[src/rtl/cardseq_pkg.sv]
package cardseq_pkg;
  // Synchronised view of the card-present pin for one cycle
  typedef struct packed {
    logic level;  // 1 = no card
    logic rise;   // removal seen this cycle
    logic fall;   // insertion seen this cycle
  } sel_evt_t;
endpackage

[src/rtl/cardseq_sync.sv]
module cardseq_sync #(
  parameter int       WIDTH   = 1,
  parameter int       STAGES  = 2,
  parameter bit [0:0] RST_VAL = 1'b0
) (
  input  logic             clk,
  input  logic             rst_n,
  input  logic [WIDTH-1:0] d,
  output logic [WIDTH-1:0] q
);
  logic [WIDTH-1:0] stg [STAGES];

  for (genvar i = 0; i < STAGES; i++) begin : g_stage
    if (i == 0) begin : g_first
      always_ff @(posedge clk or negedge rst_n)
        if (!rst_n) stg[i] <= {WIDTH{RST_VAL}};
        else        stg[i] <= d;
    end else begin : g_next
      always_ff @(posedge clk or negedge rst_n)
        if (!rst_n) stg[i] <= {WIDTH{RST_VAL}};
        else        stg[i] <= stg[i-1];
    end
  end

  assign q = stg[STAGES-1];
endmodule

[src/rtl/cardseq_edge.sv]
module cardseq_edge
  import cardseq_pkg::*;
(
  input  logic     clk,
  input  logic     rst_n,
  input  logic     lvl,
  input  logic     changed_clr,
  output sel_evt_t evt,
  output logic     sel_changed,
  output logic     fault_clr
);
  logic prev_q;

  always_ff @(posedge clk or negedge rst_n)
    if (!rst_n) prev_q <= 1'b1;
    else        prev_q <= lvl;

  assign evt.level = lvl;
  assign evt.rise  = lvl & ~prev_q;
  assign evt.fall  = ~lvl & prev_q;

  always_ff @(posedge clk or negedge rst_n) begin
    if (!rst_n) begin
      sel_changed <= 1'b0;
      fault_clr   <= 1'b0;
    end else begin
      fault_clr <= evt.fall;
      if (evt.rise || evt.fall) sel_changed <= 1'b1;
      else if (changed_clr)     sel_changed <= 1'b0;
    end
  end

  assert_toggle_sets_flag_R2: assert property (@(posedge clk) disable iff (!rst_n)
    (evt.rise || evt.fall) |=> sel_changed);
  assert_flag_sticky_R2: assert property (@(posedge clk) disable iff (!rst_n)
    (sel_changed && !changed_clr) |=> sel_changed);
  assert_clr_after_insert_R4: assert property (@(posedge clk) disable iff (!rst_n)
    evt.fall |=> fault_clr);
  assert_clr_single_R4: assert property (@(posedge clk) disable iff (!rst_n)
    fault_clr |=> !fault_clr);
endmodule

[src/rtl/cardseq_qual_timer.sv]
module cardseq_qual_timer
  import cardseq_pkg::*;
#(
  parameter int QUAL_CYCLES = 5_000_000
) (
  input  logic     clk,
  input  logic     rst_n,
  input  sel_evt_t evt,
  output logic     capture
);
  localparam int CW = $clog2(QUAL_CYCLES + 1);
  localparam logic [CW-1:0] LAST = CW'(QUAL_CYCLES - 1);

  logic          armed_q;
  logic [CW-1:0] cnt_q;

  assign capture = armed_q && (cnt_q == LAST) && !evt.rise;

  always_ff @(posedge clk or negedge rst_n) begin
    if (!rst_n) begin
      armed_q <= 1'b0;
      cnt_q   <= '0;
    end else if (evt.rise) begin
      armed_q <= 1'b0;
    end else if (evt.fall) begin
      armed_q <= 1'b1;
      cnt_q   <= '0;
    end else if (capture) begin
      armed_q <= 1'b0;
    end else if (armed_q) begin
      cnt_q <= cnt_q + 1'b1;
    end
  end

  assert_abort_on_removal_R8: assert property (@(posedge clk) disable iff (!rst_n)
    evt.rise |=> !armed_q);
  assert_count_bounded_R6: assert property (@(posedge clk) disable iff (!rst_n)
    armed_q |-> (cnt_q <= LAST));
  assert_capture_needs_card_R6: assert property (@(posedge clk) disable iff (!rst_n)
    capture |-> !evt.level);
endmodule

[src/rtl/cardseq_enable_reg.sv]
module cardseq_enable_reg
  import cardseq_pkg::*;
#(
  parameter int NUM_EN = 4
) (
  input  logic              clk,
  input  logic              rst_n,
  input  sel_evt_t          evt,
  input  logic              capture,
  input  logic              seq_mode,
  input  logic              on_lvl,
  input  logic              en_wr,
  input  logic [NUM_EN-1:0] en_wdata,
  output logic [NUM_EN-1:0] en
);
  localparam int UPPER = NUM_EN - 1;

  always_ff @(posedge clk or negedge rst_n) begin
    if (!rst_n) begin
      en <= '0;
    end else if (evt.rise) begin
      en <= '0;
    end else if (evt.fall) begin
      if (seq_mode) en[NUM_EN-1:1] <= '0;
    end else if (capture) begin
      if (seq_mode) en[0] <= on_lvl;
      else          en    <= {NUM_EN{on_lvl}};
    end else if (en_wr) begin
      en <= en_wdata;
    end
  end

  assert_seq_insert_wipes_R5: assert property (@(posedge clk) disable iff (!rst_n)
    (evt.fall && seq_mode) |=> (en[NUM_EN-1:1] == {UPPER{1'b0}}));
  assert_seq_insert_keeps_bit0_R5: assert property (@(posedge clk) disable iff (!rst_n)
    evt.fall |=> (en[0] == $past(en[0])));
endmodule

[src/rtl/cardseq_top.sv]
module cardseq_top
  import cardseq_pkg::*;
#(
  parameter int QUAL_CYCLES = 5_000_000,
  parameter int SYNC_STAGES = 2,
  parameter int NUM_EN      = 4
) (
  input  logic              clk,
  input  logic              rst_n,
  input  logic              card_sel_n,
  input  logic              on_req,
  input  logic              seq_mode,
  input  logic              changed_clr,
  input  logic              en_wr,
  input  logic [NUM_EN-1:0] en_wdata,
  output logic [NUM_EN-1:0] sw_en,
  output logic              sel_changed,
  output logic              present_n_status,
  output logic              fault_clr
);
  sel_evt_t evt;
  logic     sel_lvl;
  logic     on_lvl;
  logic     capture;

  cardseq_sync #(.WIDTH(1), .STAGES(SYNC_STAGES), .RST_VAL(1'b1)) u_sel_sync (
    .clk(clk), .rst_n(rst_n), .d(card_sel_n), .q(sel_lvl)
  );

  cardseq_sync #(.WIDTH(1), .STAGES(SYNC_STAGES), .RST_VAL(1'b0)) u_on_sync (
    .clk(clk), .rst_n(rst_n), .d(on_req), .q(on_lvl)
  );

  cardseq_edge u_edge (
    .clk(clk), .rst_n(rst_n), .lvl(sel_lvl), .changed_clr(changed_clr),
    .evt(evt), .sel_changed(sel_changed), .fault_clr(fault_clr)
  );

  cardseq_qual_timer #(.QUAL_CYCLES(QUAL_CYCLES)) u_timer (
    .clk(clk), .rst_n(rst_n), .evt(evt), .capture(capture)
  );

  cardseq_enable_reg #(.NUM_EN(NUM_EN)) u_en (
    .clk(clk), .rst_n(rst_n), .evt(evt), .capture(capture),
    .seq_mode(seq_mode), .on_lvl(on_lvl), .en_wr(en_wr),
    .en_wdata(en_wdata), .en(sw_en)
  );

  assign present_n_status = evt.level;

  initial begin
    assert_params_ok_R6: assert (QUAL_CYCLES >= 2 && SYNC_STAGES >= 2 && NUM_EN >= 2);
  end

  assert_removal_kills_enables_R3: assert property (@(posedge clk) disable iff (!rst_n)
    evt.rise |=> (sw_en == '0));
  assert_capture_only_when_seated_R6: assert property (@(posedge clk) disable iff (!rst_n)
    capture |-> !present_n_status);
  assert_status_follows_sync_R1: assert property (@(posedge clk) disable iff (!rst_n)
    $changed(present_n_status) |-> (sel_changed || evt.rise || evt.fall));
endmodule

[config.mk]
export PLATFORM = sky130hd
export DESIGN_NAME = cardseq_top
export DESIGN_NICKNAME = d
export VERILOG_FILES = /design/src/rtl/cardseq_pkg.sv /design/src/rtl/cardseq_sync.sv /design/src/rtl/cardseq_edge.sv /design/src/rtl/cardseq_qual_timer.sv /design/src/rtl/cardseq_enable_reg.sv /design/src/rtl/cardseq_top.sv
export SDC_FILE = /design/constraint.sdc
export NUM_CORES = 1
export LEC_CHECK = 0
export CORE_UTILIZATION = 51
export CTS_CLUSTER_SIZE = 20
export DETAILED_ROUTE_END_ITERATION = 8
export PLACE_DENSITY = 0.75
export RECOVER_POWER = 25
export SLEW_MARGIN = 20
export SYNTH_ARGS = -nofsm -noshare
export SYNTH_HDL_FRONTEND = slang
export SYNTH_HIERARCHICAL = 1
export SYNTH_SLANG_ARGS = --single-unit
[constraint.sdc]
create_clock -name clk -period 2.1 [get_ports clk]
set_input_delay 0.42 -clock clk [delete_from_list [all_inputs] [get_ports clk]]
set_output_delay 0.42 -clock clk [all_outputs]
set_load 0.02 [all_outputs]
==> flow_summary.yaml, run 1 <==
logic_synthesis:
  syn_inst: 174
  syn_nets: 188
  yosysWarnings: 6
  ys_seq_elements: 35
  synthFlopType: "dfrtp_1"
  synth_area_sq_um: 1853
  yosysUniqueCellTypes: 50
  synth_edf_count: 0
  postSynthAreaPerCell_sq_um: 10.65
  ys_async_sr_fraction: 1.000
  synth_seq_area_share: 0.4747
critical_path:
  start_kind: "register"
  critPathMaxFanout: 6
  crit_required_ns: 2.36
  crit_type: "reg2reg"
  arrival_ns: 2.35
  r2r_slack_ns: 0.006
  cp-end-kind: "register"
placed_design:
  portBuffers: 17
  place.gp.congestion: 0.8519
  pre_cts_slack_ns: -0.06971
  place_hpwl_um: 2772
cts:
  ctsHtreeMaxLevel: 2
  ctsHoldBuffers: 0
  clk_pin_slew_worst_paths_ns: 0.11
  insertion_delay_ns: 0.35
  clk_path_buf_depth: 2
  cts_sinks: 35
  cts_made_buffers: 5
  root_buffer: "clkbuf_4"
  tritoncts: "built"
route:
  drc: 0
  drt_iter0_markers: 99
  firstDrtPassIters: 4
  vias: 1466
  wl_per_cell_um: 15.48
  ant_nets: 0
  wl_um: 3948
  vias_per_cell: 5.749
cells_and_area:
  final-seq-area_sq_um: 879.6
  drive_above_1_share: 0.2727
  nNetsFinal: 222
  area_growth_pct: 22.89
  antennaDiodeCount: 0
  multi_input_area_sq_um: 964.7
  fillers: 266
global_route:
  grt_usage: 0.2251
  grt_pass1_vias: 1501
  antenna_found_initial: 0
  grt_max_degree: 36
  grt-ovfl-total: 0
  grt_pass1_wl_um: 6803
sta:
  max_freq_ghz: 0.4776
  slew_violations: 0
  relSlewSlack: 0.4288
  holdWs_ns: 0.3601
  finalCriticalPeriod_ns: 2.094
  rsz0062_at_grt: "true"
  final_hold_viol_count: 0
  period_share: 0.9970
  setup_viol: 0
  setup_ws_ns: 0.006246
  skew_ns: 0.01380
  tightest_slew_ns: 0.8569
floorplan:
  rows: 21
  dieArea_sq_um: 3878
  die_height_um: 62.28
  pin_count: 18
  initial_utilization: 0.5425
  coreArea_sq_um: 3416
  die_x_um: 62.28
worst_hold_path:
  worstHoldPathType: "reg2reg"
outcome:
  outcome: "finished, final reports clean"
power:
  leakage_nw: 1.014
  ir_worst_vdd_v: 0.0004139
  powerDensity_nw_per_um2: 627.7
job:
  drv_cap: 0
[flip-flops by register name (all words and copies together) (netlist names)]
name                cells
u_timer/cnt_q          23
u_en/en                 4
u_edge/fault_clr        1
u_edge/prev_q           1
u_edge/sel_changed      1
u_on_sync/q             1
u_on_sync/stg           1
u_sel_sync/q            1
u_sel_sync/stg          1
u_timer/armed_q         1
[cell usage after synthesis (3+ instances only)]
library cell,n,share of area
dfrtp_1,32,0.43
nand4_1,8,0.027
nand2_1,10,0.020
inv_1,7,0.014
nor2_1,19,0.038
xor2_1,12,0.057
mux2i_1,3,0.016
o21ai_0,3,0.0081
ha_1,3,0.020
o21ai_2,3,0.014
a21oi_2,4,0.019
a21oi_1,3,0.0081
o32ai_1,3,0.014
or3_2,3,0.012
nand2b_1,3,0.010
and3_1,3,0.010
nand3_1,7,0.019
o21ai_1,3,0.0081
dfstp_2,3,0.043
[path summary, 6_finish.rpt]
check,to,cells after the start,from
max,u_en/en[3],6,u_timer/cnt_q[10]
min,u_on_sync/q,0,u_on_sync/stg[1]
max reg2reg,u_en/en[3],6,u_timer/cnt_q[10]
min reg2reg,u_on_sync/q,0,u_on_sync/stg[1]
max in group asynchronous,u_timer/cnt_q[19],2,rst_n
min in group asynchronous,u_edge/fault_clr,2,rst_n
[worst max-delay path, cell delays in order, from the launching register on]
cell      delay (ns)
dfrtp_1         0.45
or4b_4          0.56
nor2_1          0.21
and3_4          0.26
nor2_2          0.06
a2111o_1        0.35
o32ai_2         0.12
[cell type report]
type / instances / share of cell area
clock buffer: 8 / 0.03022
inverter: 7 / 0.01154
multi-input combinational: 127 / 0.4236
sequential: 35 / 0.3863
tap: 46 / 0.02527
timing repair buffer: 32 / 0.1231
[logic make-up (layout without fill, tap and decap cells)]
group / count (synthesis) / count (layout) / synth area share
compound gates: 27 / 27 / 0.1128
fa+ha+maj: 3 / 3 / 0.02026
simple gates: 79 / 79 / 0.2620
flops: 35 / 35 / 0.4747
buf+inv: 12 / 47 / 0.03916
xor+xnor: 15 / 15 / 0.07495
mux: 3 / 3 / 0.01621
[metrics by stage]
stage                       util  cells  cell area (sq um)  TNS, ns  total power [mW]
after floorplan                -    174               1871        0            0.9060
after global placement    0.6227    242               2127        0            0.9965
after detailed placement  0.6227    242               2127  -0.1776             1.013
after CTS                 0.6516    252               2226        0             1.441
after global routing      0.6667    255               2277  -0.1845             1.498
final                     0.6667    255               2277        0             1.429
[layout by cell type (no fill, tap or decap), types with 5 or more instances in the layout]
cell             netlist  final
dfrtp_1               32     32
nor2_1                19     19
clkdlybuf4s50_1        0     14
buf_4                  1     14
xor2_1                12     12
nand2_1               10     10
nand4_1                8      8
nand3_1                7      7
inv_1                  7      6
clkbuf_4               0      5
a21oi_2                4      5
[routing by layer]
layer	global-route usage	share of wire
met5	0	0
met4	0.09884	0.015
met3	0.04779	0.043
met2	0.3709	0.52
met1	0.2850	0.42
[report_power, final]
| group | internal (mW) | switching, mW |
|---|---|---|
| sequential | 0.719 | 0.0381 |
| combinational | 0.120 | 0.132 |
| clock | 0.197 | 0.223 |
[repair_timing]
action,4_1_cts,5_1_grt
resized for setup,4,6
endpoints found under the setup margin,3,8
setup buffers,2,3
pin swaps,2,2
Power figures use the tool's default switching activity.
==> inputs of run 2 (changes only) <==
CORE_MARGIN = 10   (was unset)
==> run 2 against run 1 <==
The flow now finishes with violations (negative setup slack). Utilization rose by 2.6 points. Wire length rose by 17%. Worst setup slack got worse by 0.071 ns. Register-to-register slack worse by 0.07 ns. Die area is 66% higher. Clock power rose by 24%. Worst hold slack lost 0.0011 ns. Cell count up 1.6%.
==> flow_summary.yaml, run 2 (synthesis results as in run 1) <==
route:
  drc: 0
  wl_per_cell_um: 17.77
  firstDrtPassIters: 4
  drt_iter0_markers: 128
  ant_nets: 0
  wl_um: 4602
  vias_per_cell: 5.687
  vias: 1473
critical_path:
  arrival_ns: 2.42
  critPathMaxFanout: 5
  crit_required_ns: 2.35
  cp-end-kind: "register"
  crit_type: "reg2reg"
  start_kind: "register"
global_route:
  grt_pass1_vias: 1465
  grt_usage: 0.1411
  grt_pass1_wl_um: 7072
  antenna_found_initial: 0
  grt-ovfl-total: 0
  grt_max_degree: 36
sta:
  slew_violations: 0
  holdWs_ns: 0.3590
  final_hold_viol_count: 0
  tightest_slew_ns: 0.4439
  rsz0062_at_grt: "true"
  skew_ns: 0.006038
  finalCriticalPeriod_ns: 2.165
  max_freq_ghz: 0.4619
  setup_ws_ns: -0.06475
  setup_viol: 2
  period_share: 1.031
  relSlewSlack: 0.7041
cells_and_area:
  regMostFlops: "u_timer/cnt_q"
  utilization: 0.6927
  nNetsFinal: 226
  drive_above_1_share: 0.3146
  reg_top3: "u_timer/cnt_q: 23 flops, u_en/en: 4 flops"
  area_growth_pct: 27.68
  largest_reg_flops: 23
  final_common_cell: "dfrtp_1"
  layout_common_cells: "dfrtp_1 (31), buf_4 (18), nor2_1 (18)"
  antennaDiodeCount: 0
cts:
  clk_pin_slew_worst_paths_ns: 0.11
  clk_path_buf_depth: 2
  tritoncts: "built"
  root_buffer: "clkbuf_4"
  insertion_delay_ns: 0.35
  cts_made_buffers: 5
  cts_sinks: 35
  ctsHtreeMaxLevel: 2
power:
  powerDensity_nw_per_um2: 652.5
  comb_power_share: 0.170
  seq_power_share: 0.493
  internal-power_mw: 1.123
  leakage_nw: 1.052
  power_switching_uw: 420.6
  clkPwrFrac: 0.337
  ir_worst_vdd_v: 0.0004012
  switching_share: 0.2724
floorplan:
  initial_utilization: 0.5425
  rows: 21
  die_x_um: 80.28
  die_height_um: 80.28
  pin_count: 18
  coreArea_sq_um: 3416
  dieArea_sq_um: 6444
worst_hold_path:
  worstHoldPathType: "reg2reg"
placed_design:
  place_hpwl_um: 2938
  portBuffers: 17
  place.gp.congestion: 0.8416
outcome:
  violations: "negative setup slack"
  outcome: "complete, but fails checks"
job:
  drv_cap: 0
## run 2: cell type report
type	instances	area [sq um]
Tap cell	46	57.56
Clock inverter	2	35.03
Multi-Input combinational cell	127	998.5
Timing Repair Buffer	36	316.6
Fill cell	265	1050
Clock buffer	6	51.30
Inverter	7	26.28
Sequential cell	35	880.8
## run 2: worst max-delay path, cell delays in order, from the launching register on
cell and delay [ns]:
dfstp_2 0.56, inv_2 0.04, ha_4 0.14, or2b_4 0.28
nor3_4 0.12, and3_4 0.24, buf_4 0.13, nor2b_1 0.04
o21a_1 0.23, o32ai_2 0.28
## run 2: per-layer routing
layer | GRT usage | share of wire
met4 | 0.06514 | 0.029
met1 | 0.1566 | 0.40
met5 | 0 | 0
met2 | 0.2384 | 0.53
met3 | 0.04677 | 0.049
## run 2: worst paths after layout
kind / from / endpoint / slack [ns] / depth (start not counted)
max in group asynchronous: rst_n / u_sel_sync/stg[1] / 1.27 / 2
worst min register to register: u_on_sync/stg[1] / u_on_sync/q / 0.36 / 0
min in group asynchronous: rst_n / u_en/en[0] / 0.48 / 2
worst max-delay path: u_edge/prev_q / u_en/en[2] / -0.06 / 9
worst min-delay path: u_on_sync/stg[1] / u_on_sync/q / 0.36 / 0
worst max register to register: u_edge/prev_q / u_en/en[2] / -0.06 / 9
## run 2: through the flow
stage          power [mW]  setup TNS (ns)  setup slack (ns)  area (sq um)  instances
2_1_floorplan      0.9060               0          0.009338          1871        174
3_3_place_gp       0.9977               0           0.05323          2127        242
3_5_place_dp        1.013         -0.1556          -0.06992          2127        242
4_1_cts             1.537               0          0.004804          2256        252
5_1_grt             1.614         -0.2539          -0.09790          2366        259
6_report            1.544        -0.09104          -0.06475          2366        259
## run 2: power groups by stage
stage | clock network, mW | logic [mW] | registers (mW)
after floorplan | 0 | 0.122 | 0.784
after global placement | 0 | 0.233 | 0.765
after CTS | 0.530 | 0.249 | 0.758
final | 0.521 | 0.262 | 0.761
after detailed placement | 0 | 0.242 | 0.771
after global routing | 0.561 | 0.287 | 0.766
## run 2: what timing repair did
action                     4_1_cts  5_1_grt
hold buffers                     0        0
pin swaps                        2        6
resized for setup                6       13
cloned                           0        0
setup endpoints to repair        3        7
setup buffers                    2        7
==> inputs of run 3 (changes only) <==
CORE_UTILIZATION = 35   (was 51)
GPL_TIMING_DRIVEN = 0   (was unset)
PLACE_DENSITY = unset   (was 0.75)
==> run 3 against run 2 <==
The run still ends with negative setup slack left. Register-to-register slack improved by 0.06 ns. Sequential power about the same. Power decreased by 2.8%. Global-route usage decreased by 4.3 points. Combinational power increased by 5%. Cell count increased by 9.7%. Utilization decreased by 22 points. Wire length decreased by 14%. Count of clock-buffer cells in the layout decreased by 1. Flip-flop and latch count unchanged. Fmax increased by 2.9%. Worst setup slack improved by 0.062 ns. Highest routed layer unchanged.
==> flow_summary.yaml, run 3 (synthesis results as in run 1) <==
critical_path:
  start_kind: "register"
  crit_path_start: "u_edge/prev_q"
  critPathMaxFanout: 3
  r2r_slack_ns: -0.003
  cp-end-kind: "register"
  r2r_cells: 9
  crit_required_ns: 2.28
  arrival_ns: 2.29
  worstReg2RegEnd: "u_en/en[2]"
  reg2reg_from: "u_edge/prev_q"
  endpoint: "u_en/en[2]"
  crit_type: "reg2reg"
power:
  finalPower_mw: 1.501
  ir_worst_vdd_v: 0.0005097
  powerDensity_nw_per_um2: 620.1
  leakage_nw: 1.060
sta:
  holdWs_ns: 0.1020
  final_hold_viol_count: 0
  tightest_slew_ns: 1.110
  relSlewSlack: 0.2598
  max_freq_ghz: 0.4755
  setup_ws_ns: -0.003247
  setup_viol: 2
  period_share: 1.002
  skew_ns: 0.008155
  finalCriticalPeriod_ns: 2.103
  slew_violations: 0
  rsz0062_at_grt: "true"
cts:
  cts_made_buffers: 5
  cts_sinks: 35
  ctsHtreeMaxLevel: 2
  clk_pin_slew_worst_paths_ns: 0.07
  root_buffer: "clkbuf_8"
  clk_path_buf_depth: 2
  tritoncts: "built"
  insertion_delay_ns: 0.28
global_route:
  grt-ovfl-total: 0
  grt_pass1_vias: 1428
  grt_max_degree: 25
  grt_pass1_wl_um: 6920
  antenna_found_initial: 0
  grt_usage: 0.09843
route:
  wl_per_cell_um: 13.87
  drc: 0
  wl_um: 3939
  ant_nets: 0
  drt_iter0_markers: 112
  vias_per_cell: 4.944
  vias: 1404
  firstDrtPassIters: 4
floorplan:
  initial_utilization: 0.3628
  die_x_um: 92.76
  die_height_um: 92.76
  pin_count: 18
  rows: 26
  coreArea_sq_um: 5107
  dieArea_sq_um: 8604
cells_and_area:
  reg_top3: "u_timer/cnt_q: 23 flops, u_en/en: 4 flops"
  final-seq-area_sq_um: 882.1
  drive_above_1_share: 0.3224
  area_growth_pct: 30.65
  fillers: 481
  antennaDiodeCount: 0
  layout_common_cells: "dfrtp_1 (30), nor2_1 (17), clkdlybuf4s50_1 (16)"
  final_common_cell: "dfrtp_1"
  multi_input_area_sq_um: 1010
  largest_reg_flops: 23
  nNetsFinal: 227
  regMostFlops: "u_timer/cnt_q"
worst_hold_path:
  worstHoldPathType: "in2async"
outcome:
  outcome: "complete, but fails checks"
  violations: "negative setup slack"
job:
  drv_cap: 0
placed_design:
  place_hpwl_um: 2678
  place.gp.congestion: 0.7936
  portBuffers: 17
## run 3: changes by cell type in the layout (fill, tap and decap cells not counted), sizes merged
cell	change
buf	-2
bufinv	-1
clkbuf	+1
clkdlybuf4s50	+1
clkinv	+2
dlygate4sd3	-2
dlymetal6s2s	+1
dlymetal6s4s	+1
## run 3: area by class of cell
class | count | area share
Inverter | 7 | 0.01085
Buffer | 4 | 0.01602
Multi-Input combinational cell | 127 | 0.4171
Tap cell | 70 | 0.03618
Sequential cell | 35 | 0.3643
Clock inverter | 3 | 0.006202
Timing Repair Buffer | 33 | 0.1209
Clock buffer | 5 | 0.02842
## run 3: worst min-delay path by stage
stage	start	end	slack (ns)	cells after the start
2_1_floorplan	rst_n	u_edge/fault_clr	0.12	0
3_3_place_gp	u_on_sync/stg[1]	u_on_sync/q	0.33	0
3_5_place_dp	rst_n	u_on_sync/stg[1]	0.32	1
4_1_cts	rst_n	u_on_sync/stg[1]	0.005	1
5_1_grt	rst_n	u_on_sync/stg[1]	0.13	1
6_report	rst_n	u_on_sync/stg[1]	0.10	1
## run 3: metal layers
layer / global-route usage / vias up / part of all wire / wire length [um]
met5: 0 / - / 0 / 0
li1: - / 698 / - / -
met3: 0.03228 / 4 / 0.028 / 112
met4: 0.04370 / 0 / 0.014 / 56
met2: 0.1636 / 17 / 0.49 / 1947
met1: 0.1125 / 685 / 0.46 / 1822
## run 3: worst max-delay path, cell delays in order (launching register included)
cell	delay, ns
dfstp_2	0.54
inv_2	0.04
ha_4	0.15
or2b_4	0.27
nor3_4	0.13
and3_4	0.25
buf_6	0.10
nor2b_1	0.03
o21a_1	0.21
o32ai_2	0.28
## run 3: timing repair
| item | CTS | global route |
|---|---|---|
| gates resized for setup | 10 | 13 |
| cloned | 0 | 0 |
| endpoints found under the setup margin | 11 | 14 |
| hold endpoints to repair | 0 | 0 |
| hold buffers | 0 | 0 |
| buffers inserted | 8 | 7 |
| pin swaps | 7 | 6 |
## run 3: power by group
group | switching (mW) | internal, mW | leakage, nW
registers | 0.0410 | 0.721 | 0.457
logic | 0.137 | 0.139 | 0.555
clock network | 0.236 | 0.227 | 0.0477
total | 0.414 | 1.09 | 1.06
## run 3: through the flow
step	cell area (sq um)	cells	TNS [ns]	setup slack [ns]	utilization
2_1_floorplan	1871	174	0	0.009338	-
3_3_place_gp	2128	261	-8.600	-0.2339	0.4167
3_5_place_dp	2143	262	-1.241	-0.2462	0.4196
4_1_cts	2326	277	-0.04098	-0.02246	0.4554
5_1_grt	2421	284	-0.1627	-0.07406	0.4740
6_report	2421	284	-0.004176	-0.003247	0.4740
